[src/rtl/priv_gate_pkg.sv]
// Package: shared widths, class codes and flag-bit positions for the privilege gate.
// Assumes a 32-bit flag word whose defined-bit layout is fixed by the positions below.
package priv_gate_pkg;
    localparam int FLAG_W   = 32;
    localparam int CLS_W    = 3;
    localparam int PL_W     = 2;
    localparam int VEC_W    = 8;

    localparam int IF_BIT   = 9;
    localparam int THR_LO   = 12;
    localparam int THR_HI   = 13;
    localparam int VM_BIT   = 17;
    localparam int ONE_BIT  = 1;

    localparam logic [VEC_W-1:0] VEC_UD = VEC_W'(6);
    localparam logic [VEC_W-1:0] VEC_GP = VEC_W'(13);

    // Bits that carry meaning in the committed word; all others read 0 (bit 1 reads 1).
    localparam logic [FLAG_W-1:0] DEF_MASK = FLAG_W'(32'h003F_7FD5);
    localparam logic [FLAG_W-1:0] ONE_MASK = FLAG_W'(1) << ONE_BIT;
    localparam logic [FLAG_W-1:0] IF_MASK  = FLAG_W'(1) << IF_BIT;
    localparam logic [FLAG_W-1:0] THR_MASK = (FLAG_W'(1) << THR_LO) | (FLAG_W'(1) << THR_HI);
    localparam logic [FLAG_W-1:0] VM_MASK  = FLAG_W'(1) << VM_BIT;

    typedef enum logic [CLS_W-1:0] {
        CLS_PLAIN  = 3'd0,
        CLS_PRIV   = 3'd1,
        CLS_IOSENS = 3'd2,
        CLS_FLAGWR = 3'd3,
        CLS_MSWLD  = 3'd4,
        CLS_CRMOV  = 3'd5,
        CLS_PROT   = 3'd6,
        CLS_MGMT   = 3'd7
    } cls_e;
endpackage

[src/rtl/priv_fault_check.sv]
// Module: combinational fault decision for one request.
// Assumes exactly one class per request, so at most one fault cause applies.
module priv_fault_check
    import priv_gate_pkg::*;
(
    input  cls_e              cls,
    input  logic [PL_W-1:0]   cpl,
    input  logic [PL_W-1:0]   io_thr,
    input  logic              prot_mode,
    input  logic              mgmt_en,
    input  logic              region_nz,
    input  logic              mgmt_acc,
    input  logic              in_handler,
    output logic              fault,
    output logic [VEC_W-1:0]  vec
);
    logic pl0;
    logic mgmt_ok;

    // Purpose: qualify the privilege-zero and management-permission terms.
    always_comb begin
        pl0     = (cpl == '0);
        mgmt_ok = mgmt_en && region_nz && pl0 && (mgmt_acc || in_handler);
    end

    // Purpose: choose fault presence and vector by instruction class.
    always_comb begin
        fault = 1'b0;
        vec   = '0;
        unique case (cls)
            CLS_PRIV, CLS_MSWLD, CLS_CRMOV: if (!pl0) begin
                fault = 1'b1;
                vec   = VEC_GP;
            end
            CLS_IOSENS: if (cpl > io_thr) begin
                fault = 1'b1;
                vec   = VEC_GP;
            end
            CLS_PROT: if (!prot_mode) begin
                fault = 1'b1;
                vec   = VEC_UD;
            end
            CLS_MGMT: if (!mgmt_ok) begin
                fault = 1'b1;
                vec   = VEC_UD;
            end
            default: ;
        endcase
    end
endmodule

[src/rtl/priv_flag_filter.sv]
// Module: builds the committed flag word from the new and old words.
// Assumes the field positions in priv_gate_pkg; fields that are not allowed to change are silently kept.
module priv_flag_filter
    import priv_gate_pkg::*;
(
    input  logic [PL_W-1:0]   cpl,
    input  logic [PL_W-1:0]   io_thr,
    input  logic [FLAG_W-1:0] new_flags,
    input  logic [FLAG_W-1:0] old_flags,
    output logic [FLAG_W-1:0] flags_out
);
    logic [FLAG_W-1:0] keep_sel;

    // Purpose: select the fields that must keep their old values.
    always_comb begin
        keep_sel = '0;
        if (cpl > io_thr) keep_sel = keep_sel | IF_MASK;
        if (cpl != '0)    keep_sel = keep_sel | THR_MASK | VM_MASK;
    end

    // Purpose: merge the words, clear undefined bits and force bit 1.
    always_comb begin
        flags_out = (((new_flags & ~keep_sel) | (old_flags & keep_sel)) & DEF_MASK) | ONE_MASK;
    end
endmodule

[src/rtl/priv_pe_next.sv]
// Module: next protection-enable value for the two control-write paths.
// Assumes the status-word path may only set PE and the full register move may set or clear it.
module priv_pe_next
    import priv_gate_pkg::*;
(
    input  cls_e  cls,
    input  logic  old_pe,
    input  logic  new_pe,
    output logic  pe_wr,
    output logic  pe_val
);
    // Purpose: pick the PE update rule for the class.
    always_comb begin
        pe_wr  = 1'b0;
        pe_val = old_pe;
        if (cls == CLS_MSWLD) begin
            pe_wr  = 1'b1;
            pe_val = old_pe | new_pe;
        end else if (cls == CLS_CRMOV) begin
            pe_wr  = 1'b1;
            pe_val = new_pe;
        end
    end
endmodule

[src/rtl/priv_gate.sv]
// Module: top of the privilege gate; registers the result one cycle after each request.
// Assumes decode supplies a stable class per request; storage of flags and PE is external.
module priv_gate
    import priv_gate_pkg::*;
(
    input  logic              clk,
    input  logic              rst_n,
    input  logic              req_valid,
    input  logic [2:0]        cls,
    input  logic [1:0]        cpl,
    input  logic [1:0]        io_thr,
    input  logic              prot_mode,
    input  logic [31:0]       new_flags,
    input  logic [31:0]       old_flags,
    input  logic              old_pe,
    input  logic              new_pe,
    input  logic              mgmt_en,
    input  logic              region_nz,
    input  logic              mgmt_acc,
    input  logic              in_handler,
    output logic              out_valid,
    output logic              fault,
    output logic [7:0]        fault_vec,
    output logic              flags_we,
    output logic [31:0]       flags_out,
    output logic              pe_we,
    output logic              pe_out
);
    cls_e              cls_t;
    logic              f_nxt;
    logic [VEC_W-1:0]  v_nxt;
    logic [FLAG_W-1:0] fw_nxt;
    logic              pw_raw;
    logic              pv_nxt;

    // Purpose: view the raw class code as the enumerated type.
    always_comb cls_t = cls_e'(cls);

    priv_fault_check u_fault (
        .cls(cls_t), .cpl(cpl), .io_thr(io_thr), .prot_mode(prot_mode),
        .mgmt_en(mgmt_en), .region_nz(region_nz), .mgmt_acc(mgmt_acc),
        .in_handler(in_handler), .fault(f_nxt), .vec(v_nxt)
    );

    priv_flag_filter u_filt (
        .cpl(cpl), .io_thr(io_thr), .new_flags(new_flags),
        .old_flags(old_flags), .flags_out(fw_nxt)
    );

    priv_pe_next u_pe (
        .cls(cls_t), .old_pe(old_pe), .new_pe(new_pe),
        .pe_wr(pw_raw), .pe_val(pv_nxt)
    );

    // Purpose: register strobes and enables; a fault suppresses every commit.
    always_ff @(posedge clk) begin
        if (!rst_n) begin
            out_valid <= 1'b0;
            fault     <= 1'b0;
            fault_vec <= '0;
            flags_we  <= 1'b0;
            pe_we     <= 1'b0;
        end else begin
            out_valid <= req_valid;
            fault     <= req_valid && f_nxt;
            fault_vec <= req_valid ? v_nxt : '0;
            flags_we  <= req_valid && !f_nxt && (cls_t == CLS_FLAGWR);
            pe_we     <= req_valid && !f_nxt && pw_raw;
        end
    end

    // Purpose: register the data words for the result cycle.
    always_ff @(posedge clk) begin
        if (!rst_n) begin
            flags_out <= '0;
            pe_out    <= 1'b0;
        end else if (req_valid) begin
            flags_out <= fw_nxt;
            pe_out    <= pv_nxt;
        end
    end
endmodule

[config.mk]
export PLATFORM = sky130hd
export DESIGN_NAME = priv_gate
export DESIGN_NICKNAME = d
export VERILOG_FILES = /design/src/rtl/priv_gate_pkg.sv /design/src/rtl/priv_fault_check.sv /design/src/rtl/priv_flag_filter.sv /design/src/rtl/priv_pe_next.sv /design/src/rtl/priv_gate.sv
export SDC_FILE = /design/constraint.sdc
export NUM_CORES = 1
export LEC_CHECK = 0
export ABC_AREA = 1
export BUFFER_PORTS_ARGS = -buffer_cell sky130_fd_sc_hd__buf_2
export CAP_MARGIN = 0
export CORE_MARGIN = 4
export CORE_UTILIZATION = 36
export CTS_BUF_LIST = sky130_fd_sc_hd__clkbuf_8
export CTS_CLUSTER_SIZE = 24
export DETAILED_ROUTE_END_ITERATION = 8
export GPL_TIMING_DRIVEN = 0
export HOLD_SLACK_MARGIN = 0.02
export PLACE_DENSITY_LB_ADDON = 0.3
export SLEW_MARGIN = 5
export SYNTH_ARGS = -nofsm -noshare
export SYNTH_HDL_FRONTEND = slang
export SYNTH_SLANG_ARGS = --single-unit
[constraint.sdc]
create_clock -name clk -period 1.4 [get_ports clk]
set_clock_uncertainty 0.1 [all_clocks]
set_input_delay 0.14 -clock clk [delete_from_list [all_inputs] [get_ports clk]]
set_output_delay 0.14 -clock clk [all_outputs]
set_load 0.02 [all_outputs]
Word level (Yosys, flattened, before mapping)
Cells that the tools add are included. W data, S select, Z words.

Logic and storage cells: 49. Output and inout bits: 45. Flip-flop bits (word level): 32.

Eq/ne operators: 7. Magnitude comparators: 1. Reduce and logical (&&, ||, !) cells: 13. Bitwise logic cells: 5. Muxes and demuxes: 16.

Operators with widths (count): $and A22 B22 Y22 (2); $pmux W8 S4 (1); $not A22 Y22 (1); $or A22 B22 Y22 (1); $mux W18 (1); $eq A3 B3 Y1 const B (4); $mux W10 (1); $mux W1 (8); $mux W4 (2); $logic_and A1 B1 Y1 (7); $eq A3 B2 Y1 const B (2); $mux W3 (2); $pmux W1 S4 (1); $eq A3 B1 Y1 const B (1); $reduce_or A3 Y1 (1); $gt A2 B2 Y1 (1); $logic_not A2 Y1 (1); $reduce_and A2 Y1 (1); $reduce_bool A2 Y1 (1); $logic_not A1 Y1 (1); $logic_or A1 B1 Y1 (1); $or A1 B1 Y1 (1).

Depth between registers and ports, before layout
Word-level depth: 8. Depth in mapped cells: 9. Gate-level depth less buffers: 9.

Modules after synthesis
Synthesis repeated with hierarchy kept, for this count alone.

Cell total of the unflattened synthesis: 342. Area, all modules: 2296.0 µm².

Modules (own cells, without submodules): priv_gate (instances 1, cells an instance 249, area an instance 1737.9 µm², sequential area each 900.9 µm²); priv_flag_filter (instances 1, cells an instance 53, area an instance 329.1 µm², sequential area each 0.0 µm²); priv_fault_check (instances 1, cells an instance 33, area an instance 198.9 µm², sequential area each 0.0 µm²); priv_pe_next (instances 1, cells an instance 7, area an instance 30.0 µm², sequential area each 0.0 µm²).

Worst setup path after synthesis
No wires, ideal clock.

Path kind: input to register. Start point: input io_thr[1]. End point: register fault. Buffers on the path: 0. Cell stages on the path: 8. Arrival: 0.828 ns. Slack: 0.359 ns. Path through: inv_1 > ha_1 > nand2_1 > nand2_1 > nand3_1 > nand2_1 > nand2_2 > nand2_1.

Word-level cells in the longest chain between the ends: 4.

RTL lines: start: declaration (line priv_gate.sv:11) `input logic [1:0] io_thr,`; $gt A2 B2 Y1 (line priv_fault_check.sv:35) `CLS_IOSENS: if (cpl > io_thr) begin`; $mux W1 (line priv_fault_check.sv:35); $pmux W1 S4 (line priv_fault_check.sv:30) `unique case (cls)`; $logic_and A1 B1 Y1 (line priv_gate.sv:65) `fault <= req_valid && f_nxt;`; end signal: assignment (line priv_gate.sv:65); end: declaration (line priv_gate.sv:22) `output logic fault,`.

Every way passes these cells. A chain may end at the register's enable or synchronous reset.

==> summary.log <==
qor: sta.rsz0062_at_grt false
qor: critical_path.largest_stage_delay_worst_path 310 ps
qor: clock_tree.clock_tree.buffer_depth 2
qor: clock_tree.tritoncts.num_buffers 3
qor: sta.timing_hold_violations_final 0
qor: logic_synthesis.synthesis.area_per_instance 7.47 um2
qor: place.place.gp.congestion 0.787
qor: detailed_routing.drt-wirelength-per-cell 10.2 um
qor: sta.min_tclk_post_route 1080 ps
qor: sta.timing.final.max_slew_violations 0
qor: floorplan.core_area 3360 um2
qor: clock_tree.clock_tree_from_tritoncts done
qor: critical_path.critPathSlowestCell sky130_fd_sc_hd__dfxtp_1
qor: detailed_routing.routed_wl 3.17 mm
qor: place.port-buffer-count 65
qor: sta.setup_violations 0
qor: final_layout.final_cell_count_no_fill 311
qor: critical_path.critPathLaunch fault_vec[0]
qor: floorplan.die_w 67.0 um
qor: clock_tree.cts.root.buffer_cell sky130_fd_sc_hd__clkbuf_8
qor: floorplan.ioPinCount 126
qor: logic_synthesis.post_synth_instance_area 1250 um2
qor: status.result_of_the_run finished, final reports clean
qor: logic_synthesis.synthesized_instance_count 168
qor: critical_path.crit_path_start_kind register
qor: global_route.grt_first_pass_wirelength 5.09 mm
qor: floorplan.dieHeight 67.0 um
qor: logic_synthesis.yosys.area.top_type sky130_fd_sc_hd__dfxtp_1
qor: final_layout.layout-drive-gt1-share 37.4%
qor: global_route.grt_use_total 14.5%
qor: pwr.total_power 1.69 mW
qor: floorplan.initial_core_util 37.3%
qor: place.place.detailed.hpwl 2.42 mm
qor: sta.timing.hold.ws 21.4 ps
qor: final_layout.post-route-cell-area 1860 um2
qor: place.place_ws 134 ps
qor: detailed_routing.ant_nets 0
qor: clock_tree.clkSinkCount 27
qor: critical_path.cp_cell_sequence buf_4 > buf_2
qor: final_layout.nets 349
qor: clock_tree.clock_latency 270 ps
qor: detailed_routing.drtIter0Drc 39
qor: critical_path.worst-path-max-fanout 2
qor: detailed_routing.drt_first_pass_iters 4
qor: detailed_routing.remaining_drc_errors 0
qor: sta.setup_tns 0 ps
qor: pwr.p_leak 1.10 nW
qor: critical_path.crit-reg2reg-capture flags_out[18]
qor: global_route.maximum_number_of_pins_on_one_net_before_global_route_repair 16
qor: place.placed_cell_area 1700 um2
qor: final_layout.antenna_cells 0
qor: logic_synthesis.ys_types 20
qor: critical_path.reg2regPathDepth 2
qor: logic_synthesis.netlist.area_leader.share 43.1%
qor: floorplan.num_rows 21
qor: pwr.powerDensity 906 nW/um2
qor: critical_path.worst_r2r_startpoint flags_out[18]
qor: final_layout.fillerInstances 335
qor: detailed_routing.dr_total_vias 1281
qor: place.dp_cells 295
qor: clock_tree.clkTransAtPathRegs 80 ps
qor: run.drv_cap 0
qor: pwr.irDropWorstVdd 0.000736 V
qor: logic_synthesis.ys_warn_count 0
qor: hold_path.min-delay-start new_flags[8]
qor: critical_path.critical_path_arrival 840 ps
qor: logic_synthesis.synth_seq_cells 27
qor: sta.fin_crit_sh 77.1%
qor: hold_path.hp-class primary input to register
qor: critical_path.critPathCaptureType primary output
qor: detailed_routing.vias_cell 4.12
qor: floorplan.die_outline_area 4490 um2
qor: sta.max_clock_freq 926 MHz
qor: clock_tree.ctsHtreeMaxLevel 1
qor: critical_path.crit_path_category register to primary output
qor: critical_path.data_required_time_at_the_worst_endpoint 1160 ps
qor: critical_path.worstSetupEndpoint fault_vec[3]
qor: critical_path.regToRegSetupSlack 570 ps
qor: clock_tree.post_cts_setup_buffers 0
qor: logic_synthesis.yosysSeqAreaShare 43.1%
qor: global_route.grt.overflow.total 0
qor: final_layout.areaGrowthSynthToFinish 48.6%
qor: sta.fin_ws 320 ps
qor: global_route.vias_in_the_first_global_route 1177
qor: final_layout.finalCoreUtilization 55.4%
qor: global_route.grt_antenna_before_repair 0
qor: logic_synthesis.synth.area.top_cells sky130_fd_sc_hd__dfxtp_1 (43%), sky130_fd_sc_hd__buf_4 (11%), sky130_fd_sc_hd__nor2_1 (10%)
cell type report:
cell class | instances | area (um2) | area share [%]
clock buffer | 3 | 41.3 | 2.21
clock inverter | 1 | 5.00 | 0.268
multi-input combinational | 114 | 513 | 27.5
sequential | 27 | 541 | 29.0
buffer | 24 | 190 | 10.2
tap | 46 | 57.6 | 3.09
inverter | 19 | 71.3 | 3.83
timing repair buffer | 77 | 445 | 23.9
how the worst min path moves through the flow:
| stage | to | cells past startpoint |
|---|---|---|
| finish | flags_out[8] | 3 |
| CTS | flags_out[8] | 3 |
| floorplan | flags_out[11] | 2 |
| global route | flags_out[8] | 3 |
| detailed placement | flags_out[2] | 3 |
| global placement | flags_out[20] | 3 |
state kept, by name, indices dropped and copies added (netlist names):
register   count
pe_we          1
out_valid      1
pe_out         1
fault_vec      3
fault          1
flags_we       1
flags_out     19
what timing repair did:
action | 4_1_cts | 5_1_grt
endpoints found under the hold margin | 12 | 0
gates resized for setup | 0 | 0
hold buffers | 12 | 0
layer usage:
metal	global-route usage [%]	vias up	wire [um]
li1	-	682	-
met1	16.3	543	1180
met5	0	-	0
met4	1.52	0	14
met2	26.1	54	1600
met3	6.07	2	372
report_power, final:
group          internal, mW  switching [mW]  total, mW
combinational         0.184           0.244      0.427
clock                 0.199           0.225      0.424
sequential            0.817          0.0206      0.837
critical path: cells and delay by family, from the launching register on:
family,cells,cell delay [ps]
flip-flops,1,310
buffers and inverters,2,270
kinds of logic after synthesis:
kind of cell	synth area share (%)
and+or+nand+nor	24.1
AOI/OAI and AO/OA	9.67
buffers and inverters	20.8
other	0.299
adders and majority gates	1.99
DFF	43.1
layout by cell type, fill, tap and decap left out, drive strengths merged:
master        n
buf          89
nor2         35
dfxtp        27
nand2        26
inv          19
conb         17
o21ai        16
dlygate4sd3  12
nand3        10
o211ai        4
clkbuf        3
ha            2
a21oi         1
nand3b        1
or2           1
a31oi         1
clkinv        1
cells in the mapped netlist (all sizes together):
master and n:
or2 1, nand3b 1, o21ai 16, a21oi 1
buf 24, nor2 35, o211ai 4, dfxtp 27
inv 19, a31oi 1, conb 1, nand3 10
nand2 26, ha 2
(Power assumes the default switching activity.)
